==> src/rtl/blk_type_pkg.sv <==
package blk_type_pkg;

  localparam int NBYTES = 8;
  localparam int BYTE_W = 8;
  localparam int CODE_W = 4;

  localparam logic [BYTE_W-1:0] CH_START = 8'hFB;
  localparam logic [BYTE_W-1:0] CH_TERM  = 8'hFD;
  localparam logic [BYTE_W-1:0] CH_ERR   = 8'hFE;
  localparam logic [BYTE_W-1:0] CH_ALIGN = 8'h7C;
  localparam logic [BYTE_W-1:0] CH_NULL  = 8'h9C;

  typedef enum logic [CODE_W-1:0] {
    TY_DATA   = 4'b0000,
    TY_START0 = 4'b1001,
    TY_START4 = 4'b1010,
    TY_ALIGN  = 4'b1011,
    TY_ERROR  = 4'b1100,
    TY_NULL   = 4'b1101,
    TY_RSVD   = 4'b1110,
    TY_CTRL   = 4'b1111
  } blk_type_e;

endpackage

==> src/rtl/blk_byte_class.sv <==
module blk_byte_class #(
  parameter int BYTE_W = 8,
  parameter logic [BYTE_W-1:0] START_CH = 8'hFB,
  parameter logic [BYTE_W-1:0] TERM_CH  = 8'hFD,
  parameter logic [BYTE_W-1:0] ERR_CH   = 8'hFE,
  parameter logic [BYTE_W-1:0] ALIGN_CH = 8'h7C,
  parameter logic [BYTE_W-1:0] NULL_CH  = 8'h9C
) (
  input  logic [BYTE_W-1:0] byte_in,
  input  logic              flag_in,
  output logic              is_start,
  output logic              is_term,
  output logic              is_err,
  output logic              is_align,
  output logic              is_null
);

  // A character only counts when its byte is flagged as control
  always_comb begin
    is_start = flag_in && (byte_in == START_CH);
    is_term  = flag_in && (byte_in == TERM_CH);
    is_err   = flag_in && (byte_in == ERR_CH);
    is_align = flag_in && (byte_in == ALIGN_CH);
    is_null  = flag_in && (byte_in == NULL_CH);
  end

endmodule

==> src/rtl/blk_type_decode.sv <==
module blk_type_decode
  import blk_type_pkg::*;
#(
  parameter int NB = 8,
  parameter int BW = 8,
  parameter int CW = 4,
  parameter logic [BW-1:0] ERR_CH = 8'hFE
) (
  input  logic [NB*BW-1:0] data_in,
  input  logic [NB-1:0]    ctl_in,
  input  logic [NB-1:0]    is_start,
  input  logic [NB-1:0]    is_term,
  input  logic [NB-1:0]    is_err,
  input  logic [NB-1:0]    is_align,
  input  logic [NB-1:0]    is_null,
  output logic [CW-1:0]    type_out,
  output logic [NB*BW-1:0] data_out
);

  localparam int MID = NB / 2;
  localparam logic [NB-1:0] ONE      = NB'(1);
  localparam logic [NB-1:0] S0_MASK  = ONE;
  localparam logic [NB-1:0] S4_MASK  = (ONE << (MID + 1)) - ONE;
  localparam logic [NB-1:0] LOW_MASK = (ONE << MID) - ONE;

  // bytes holding a frame delimiter
  logic [NB-1:0] delim;
  assign delim = is_start | is_term;

  // terminate candidates, one per byte position
  logic [NB-1:0] term_hit;

  for (genvar p = 0; p < NB; p++) begin : g_term
    localparam logic [NB-1:0] FLAG_MASK = {NB{1'b1}} << p;
    localparam logic [NB-1:0] ABOVE     = FLAG_MASK & ~(ONE << p);
    assign term_hit[p] = (ctl_in == FLAG_MASK) && is_term[p] &&
                         ~|(delim & ABOVE);
  end

  logic [CW-1:0] term_code;

  always_comb begin
    term_code = '0;
    for (int p = 0; p < NB; p++) begin
      if (term_hit[p]) term_code = CW'(NB - p);
    end
  end

  logic hit_start0, hit_start4, all_ctl;
  assign hit_start0 = (ctl_in == S0_MASK) && is_start[0];
  assign hit_start4 = (ctl_in == S4_MASK) && is_start[MID] &&
                      ~|(delim & LOW_MASK);
  assign all_ctl    = &ctl_in;

  logic invalid;

  always_comb begin
    type_out = TY_ERROR;
    invalid  = 1'b1;
    if (ctl_in == '0) begin
      type_out = TY_DATA;
      invalid  = 1'b0;
    end else if (hit_start0) begin
      type_out = TY_START0;
      invalid  = 1'b0;
    end else if (hit_start4) begin
      type_out = TY_START4;
      invalid  = 1'b0;
    end else if (|term_hit) begin
      type_out = term_code;
      invalid  = 1'b0;
    end else if (all_ctl) begin
      if (&is_align) begin
        type_out = TY_ALIGN;
        invalid  = 1'b0;
      end else if (&is_null) begin
        type_out = TY_NULL;
        invalid  = 1'b0;
      end else if (&is_err) begin
        type_out = TY_ERROR;
        invalid  = 1'b0;
      end else if (~|delim) begin
        type_out = TY_CTRL;
        invalid  = 1'b0;
      end
    end
  end

  assign data_out = invalid ? {NB{ERR_CH}} : data_in;

endmodule

==> src/rtl/blk_out_reg.sv <==
module blk_out_reg #(
  parameter int W = 68
) (
  input  logic         clk,
  input  logic         rst,
  input  logic         en,
  input  logic [W-1:0] d,
  output logic         vld,
  output logic [W-1:0] q
);

  always_ff @(posedge clk) begin
    if (rst) begin
      vld <= 1'b0;
      q   <= '0;
    end else begin
      vld <= en;
      if (en) q <= d;
    end
  end

endmodule

==> src/rtl/blk_type_gen.sv <==
module blk_type_gen
  import blk_type_pkg::*;
#(
  parameter int NB = NBYTES,
  parameter int BW = BYTE_W,
  parameter int CW = CODE_W
) (
  input  logic             clk,
  input  logic             rst,
  input  logic             in_valid,
  input  logic [NB*BW-1:0] tx_data_in,
  input  logic [NB-1:0]    tx_ctl_in,
  output logic             blk_valid,
  output logic [CW-1:0]    blk_type,
  output logic [NB*BW-1:0] blk_data
);

  localparam int DW = NB * BW;

  logic [NB-1:0] is_start, is_term, is_err, is_align, is_null;

  for (genvar k = 0; k < NB; k++) begin : g_byte
    blk_byte_class #(
      .BYTE_W(BW), .START_CH(CH_START), .TERM_CH(CH_TERM),
      .ERR_CH(CH_ERR), .ALIGN_CH(CH_ALIGN), .NULL_CH(CH_NULL)
    ) u_class (
      .byte_in (tx_data_in[k*BW +: BW]),
      .flag_in (tx_ctl_in[k]),
      .is_start(is_start[k]),
      .is_term (is_term[k]),
      .is_err  (is_err[k]),
      .is_align(is_align[k]),
      .is_null (is_null[k])
    );
  end

  logic [CW-1:0] nxt_type;
  logic [DW-1:0] nxt_data;

  blk_type_decode #(.NB(NB), .BW(BW), .CW(CW), .ERR_CH(CH_ERR)) u_decode (
    .data_in (tx_data_in),
    .ctl_in  (tx_ctl_in),
    .is_start(is_start),
    .is_term (is_term),
    .is_err  (is_err),
    .is_align(is_align),
    .is_null (is_null),
    .type_out(nxt_type),
    .data_out(nxt_data)
  );

  logic [CW+DW-1:0] reg_q;

  blk_out_reg #(.W(CW + DW)) u_oreg (
    .clk(clk),
    .rst(rst),
    .en (in_valid),
    .d  ({nxt_type, nxt_data}),
    .vld(blk_valid),
    .q  (reg_q)
  );

  assign blk_type = reg_q[CW+DW-1:DW];
  assign blk_data = reg_q[DW-1:0];

endmodule

==> config.mk <==
export PLATFORM = sky130hd
export DESIGN_NAME = blk_type_gen
export DESIGN_NICKNAME = d
export VERILOG_FILES = /design/src/rtl/blk_type_pkg.sv /design/src/rtl/blk_byte_class.sv /design/src/rtl/blk_type_decode.sv /design/src/rtl/blk_out_reg.sv /design/src/rtl/blk_type_gen.sv
export SDC_FILE = /design/constraint.sdc
export NUM_CORES = 1
export LEC_CHECK = 0
export BUFFER_PORTS_ARGS = -buffer_cell sky130_fd_sc_hd__buf_2
export CORE_ASPECT_RATIO = 1.75
export CORE_UTILIZATION = 45
export DETAILED_ROUTE_END_ITERATION = 10
export GPL_TIMING_DRIVEN = 1
export PLACE_DENSITY = 0.77
export SYNTH_ARGS = -nofsm -noshare
export SYNTH_HDL_FRONTEND = slang
export SYNTH_SLANG_ARGS = --single-unit
==> constraint.sdc <==
create_clock -name clk -period 1.9 [get_ports clk]
set_input_delay 0.095 -clock clk [delete_from_list [all_inputs] [get_ports clk]]
set_output_delay 0.095 -clock clk [all_outputs]
set_load 0.1 [all_outputs]
After elaboration in Yosys (flattened, before gate mapping). Cells that the tools add are included.

Flip-flop bits (word level): 69. Latch bits: 0. RAM bits: 0. ROM bits: 0. Bits of input ports: 75. Logic and storage cells: 160. Memories kept: 0.

$add $sub $neg: 0. Multiply operators: 0. Divide/modulo/power cells: 0. $lt $le $gt $ge: 0. Equality and inequality tests: 50. Shift operators: 0. Muxes and demuxes: 27. Bitwise gates (word level): 1. Reductions and logical operators: 80.

Operator list (number): 8-bit == test (second input constant) (40); 8-bit by 7-bit == test with 1-bit output (second input constant) (8); 4-bit two-way mux (16); 64-bit two-way mux (1); 1-bit logical AND (58); 8-bit AND reduction (4); 8-bit OR reduction (2); 1-bit two-way mux (9); 8-bit by 1-bit == test with 1-bit output (second input constant) (1); 8-bit by 5-bit == test with 1-bit output (second input constant) (1); 1-bit zero test (8); 8-bit zero test (1); 8-bit bitwise OR (1); 4-bit OR reduction (2); 7-bit OR reduction (1); 6-bit OR reduction (1); 5-bit OR reduction (1); 3-bit OR reduction (1); 2-bit two-way mux (1); 2-bit OR reduction (1).

Logic depth before layout (Yosys ltp).
Depth after elaboration: 18. Gate-level depth with buffers: 8.

By module. Synthesis repeated with hierarchy kept, for this count alone.

Cells, all modules: 538. Area, all modules: 4540.6 µm².

Modules (own cells, without submodules): blk_out_reg (instances 1, cells each 222, area each 2432.3 µm², sequential area each 1381.3 µm²); blk_type_decode (instances 1, cells each 212, area each 1477.7 µm², sequential area each 0.0 µm²); blk_byte_class (instances 8, cells each 13, area each 78.8 µm², sequential area each 0.0 µm²).

Worst setup path after synthesis. Ideal clock, no wire load.

Kind: input to register. Start point: input port tx_data_in[14]. End point: register u_oreg.q[13]. Library setup time: 152 ps. Arrival time: 1823 ps. Required time: 1748 ps. Path slack: -74 ps. Cell stages on the path: 8. Path buffers: 1. Path through: nand2_1 or4_1 or3_4 a2111oi_4 nor3_2 nand3_4 buf_6 a311oi_2.

Longest elaborated chain between the ends: 14. Elaborated cells on any way between the ends: 34. Those cells by class: eq/ne: 5; mux: 10; bitwise: 1; reduce/logical: 18.

Ends and longest elaborated chain: start: declaration (RTL line blk_type_gen.sv:11) `input logic [NB*BW-1:0] tx_data_in,`; 8-bit == test, on equally long branches (RTL line blk_byte_class.sv:20, blk_byte_class.sv:21); 1-bit logical AND, on equally long branches (RTL line blk_byte_class.sv:20, blk_byte_class.sv:21); 8-bit bitwise OR (RTL line blk_type_decode.sv:28) `assign delim = is_start | is_term;`; 8-bit OR reduction (RTL line blk_type_decode.sv:82) `end else if (~|delim) begin`; 1-bit two-way mux (RTL line blk_type_decode.sv:82); 1-bit two-way mux (RTL line blk_type_decode.sv:79) `end else if (&is_err) begin`; 1-bit two-way mux (RTL line blk_type_decode.sv:76) `end else if (&is_null) begin`; 1-bit two-way mux (RTL line blk_type_decode.sv:73) `if (&is_align) begin`; 1-bit two-way mux (RTL line blk_type_decode.sv:72) `end else if (all_ctl) begin`; 1-bit two-way mux (RTL line blk_type_decode.sv:69) `end else if (|term_hit) begin`; 1-bit two-way mux (*) (RTL line blk_type_decode.sv:66) `end else if (hit_start4) begin`; 1-bit two-way mux (*) (RTL line blk_type_decode.sv:63) `end else if (hit_start0) begin`; 1-bit two-way mux (*) (RTL line blk_type_decode.sv:60) `if (ctl_in == '0) begin`; 64-bit two-way mux (*) (RTL line blk_type_decode.sv:89) `assign data_out = invalid ? {NB{ERR_CH}} : data_in;`; end signal: assignment (RTL line blk_out_reg.sv:15) `q <= '0;`; end signal: assignment (RTL line blk_out_reg.sv:18) `if (en) q <= d;`; end: declaration (RTL line blk_out_reg.sv:9) `output logic [W-1:0] q`.

Mark *: on every way between the ends. The rest lies on a longest branch, timed or not. A chain may end at the register's enable or synchronous reset.

Final worst setup path.
Start point: input port tx_data_in[24]. End point: register u_oreg.q[57].

Same word-level chain as after synthesis.

==> results.json <==
{
  "top_level_ports": 144,
  "synth_cells": 466,
  "num-nets-final": 795,
  "drcViolationCount": 10,
  "status": "finished, violations left",
  "crit_start": "tx_data_in[24]",
  "drive_gt1_share_pct": 45.0,
  "relSlewSlack_pct": 63.3,
  "post-route-period-util_pct": 106,
  "setup_viol": 64,
  "reg2reg_slack_ns": 1.07,
  "viasPerCell": 5.95,
  "ys_types": 50,
  "rr_startpoint": "u_oreg.q[7]",
  "maxSlewViolCount": 0,
  "crit_end": "u_oreg.q[57]",
  "initial_core_util_pct": 47.3,
  "synth_compound_area_share_pct": 20.9,
  "antenna_found_initial": 0,
  "p_leak_nw": 2.90,
  "worst_slack_ns": -0.110,
  "reg2reg_depth": 2,
  "cts-buffers-inserted": 9,
  "yosys_warnings": 0,
  "diodes": 0,
  "fp.dieH_um": 123,
  "hold_violations": 0,
  "timing_worst_setup_path_type": "in2reg",
  "worst_pin_slew_ns": 0.545,
  "place_hpwl_um": 12200,
  "synthAdderAreaFrac_pct": 0,
  "skew_ns": 0,
  "synth_fp_nets": 541,
  "min_period_ns": 2.01,
  "synth_edf_count": 0,
  "crit_fanout": 7,
  "maxCapViolCount": 0,
  "gp_congestion": 0.963,
  "drt_iter0_drc": 416,
  "violations": "DRC, setup timing",
  "irDropWorstVdd_mv": 0.632,
  "cp.arrival_ns": 2.19,
  "rows": 43,
  "n_fill_cell": 594,
  "grt_max_degree": 96,
  "grt_pass1_wl_um": 23800,
  "gr-usage-all-layers_pct": 36.1,
  "grt_overflow_total": 0,
  "cts_max_path_buffers": 2,
  "vias": 4850,
  "dieArea_sq_um": 8800,
  "fmax_mhz": 498,
  "critPathCaptureType": "register",
  "wl_per_cell_um": 20.2,
  "final_cell_area_sq_um": 6100,
  "synth_xor_xnor_area_share_pct": 1.85,
  "ys_seq_area_share_pct": 36.5,
  "synth_mux_area_share_pct": 2.11,
  "coreArea_sq_um": 8020,
  "grt_pass1_vias": 4899,
  "synth_top_family_by_area": "simple AND/OR/NAND/NOR gates",
  "ys_async_sr_fraction_pct": 0,
  "clkSinkCount": 69,
  "worst_ep_required_time_ns": 2.08,
  "placed_area_sq_um": 5400,
  "cts-root-buf": "clkbuf_16",
  "portBuffers": 143,
  "cts_tree": "done",
  "worstSetupStartpointType": "input pin",
  "die_w_um": 71.4,
  "synth_simple_gate_area_share_pct": 28.7,
  "clock_latency_ns": 0.32,
  "synth-seq-cells": 69,
  "drt-pass1-iter-count": 9,
  "r2r_end": "u_oreg.q[7]",
  "ctsHtreeMaxLevel": 3,
  "syn2layout_area_growth_pct": 60.9,
  "ys.flop_type": "dfxtp_1",
  "rsz0062_at_grt": "true",
  "cts_hold_buf": 0,
  "power_density_nw_per_um2": 831,
  "hold_ws_ns": 0.0645,
  "clk_pin_slew_ns": 0.06,
  "hold_path.class": "in2reg",
  "totalWireLength_um": 16500,
  "syn_area_per_cell_sq_um": 8.13,
  "detail-route-antenna-nets": 0,
  "netlist_area_sq_um": 3790
}
## layout make-up
| type | count | area [sq um] | area share, % |
|---|---|---|---|
| sequential | 69 | 1380 | 22.7 |
| multi-input combinational | 309 | 2130 | 35.0 |
| inverter | 59 | 221 | 3.63 |
| tap | 90 | 113 | 1.85 |
| clock inverter | 5 | 106 | 1.74 |
| clock buffer | 11 | 253 | 4.15 |
| timing repair buffer | 272 | 1890 | 31.0 |
## cells in the mapped netlist, types with 2 or more instances
master / instances / area share (%)
dfxtp_1: 69 / 36
nand4_1: 21 / 3.5
a311oi_2: 10 / 4.0
o31a_1: 2 / 0.46
clkbuf_1: 23 / 2.3
and4_1: 2 / 0.46
mux2i_1: 8 / 2.1
or4_1: 4 / 0.79
nor2b_1: 2 / 0.33
or3_1: 3 / 0.50
nand2b_1: 3 / 0.50
a31oi_1: 2 / 0.33
nand3_1: 15 / 2.0
inv_1: 59 / 5.8
xnor2_1: 7 / 1.6
o21a_1: 8 / 1.6
a311oi_1: 47 / 11
buf_6: 6 / 1.8
nor4_1: 23 / 3.8
nor2_1: 80 / 7.9
nand2_1: 24 / 2.4
a21oi_1: 4 / 0.53
nor3_1: 14 / 1.8
nor4b_1: 2 / 0.46
and3_1: 3 / 0.50
## kinds of logic after synthesis
family / count (synthesis)
simple gates: 209
buf+inv: 88
compound gates: 84
flops: 69
xor+xnor: 8
mux: 8
## state kept, by name, indices dropped and copies added, names as in the netlist
register    flops
u_oreg.q       68
u_oreg.vld      1
## stage by stage
stage,util (%),setup slack (ns),power [W],TNS [ns],std cells
finish,76.1,-0.110,0.00507,-4.35,815
global route,76.1,-0.124,0.00523,-5.45,815
CTS,74.7,-0.0446,0.00506,-0.696,812
detailed placement,67.4,-0.428,0.00304,-24.46,786
global placement,67.4,-0.369,0.00302,-22.39,786
floorplan,-,-0.0637,0.00258,-1.50,466
## per-layer routing
metal	wire (um)	track usage (%)	part of all wire, %	vias up
li1	-	-	-	2216
met1	5650	36.3	34	2312
met2	8780	67.6	53	252
met3	1000	6.03	6.1	70
met4	1010	23.1	6.2	0
met5	0	0	0	-
## worst max-delay path, stage by stage
cell and delay, ns:
buf_2 0.10, buf_4 0.14, nand2_1 0.11, nor4_2 0.06, buf_4 0.14, buf_4 0.13
nor3_1 0.42, nand2_1 0.08, or3_1 0.37, nand3_4 0.13, buf_6 0.15, buf_12 0.13
a311oi_2 0.11
## cell usage in the layout (no fill, tap or decap), types with 4 or more instances in the layout
| cell | count |
|---|---|
| buf_2 | 134 |
| buf_4 | 119 |
| nor2_1 | 80 |
| dfxtp_1 | 69 |
| inv_1 | 59 |
| a311oi_1 | 39 |
| nand2_1 | 23 |
| nand4_1 | 21 |
| nor4_1 | 20 |
| a311oi_2 | 18 |
| nand3_1 | 14 |
| nor3_1 | 13 |
| clkbuf_16 | 12 |
| mux2i_1 | 8 |
| o21a_1 | 8 |
| xnor2_1 | 7 |
| buf_6 | 7 |
| buf_12 | 5 |
| a21oi_1 | 4 |
## timing repair
action / in CTS / in global routing
setup buffers: 9 / 2
pin swaps: 3 / 9
setup endpoints to repair: 51 / 67
cloned: 2 / 3
resized for setup: 24 / 11
## how the worst min path moves through the flow
stage	startpoint	to	slack, ns	cells past startpoint
CTS	tx_data_in[22]	u_oreg.q[22]	0.05	3
global placement	tx_data_in[22]	u_oreg.q[22]	0.38	3
floorplan	tx_data_in[9]	u_oreg.q[9]	0.25	2
global route	tx_data_in[51]	u_oreg.q[51]	0.06	3
detailed placement	tx_data_in[22]	u_oreg.q[22]	0.39	3
finish	tx_data_in[51]	u_oreg.q[51]	0.06	3
## power breakdown
part	internal [W]	total, W	switching (W)
Combinational	0.000377	0.00147	0.00110
Clock	0.00136	0.00200	0.000645
Sequential	0.00154	0.00159	0.0000495
Total	0.00328	0.00507	0.00179
(Power assumes the default switching activity.)
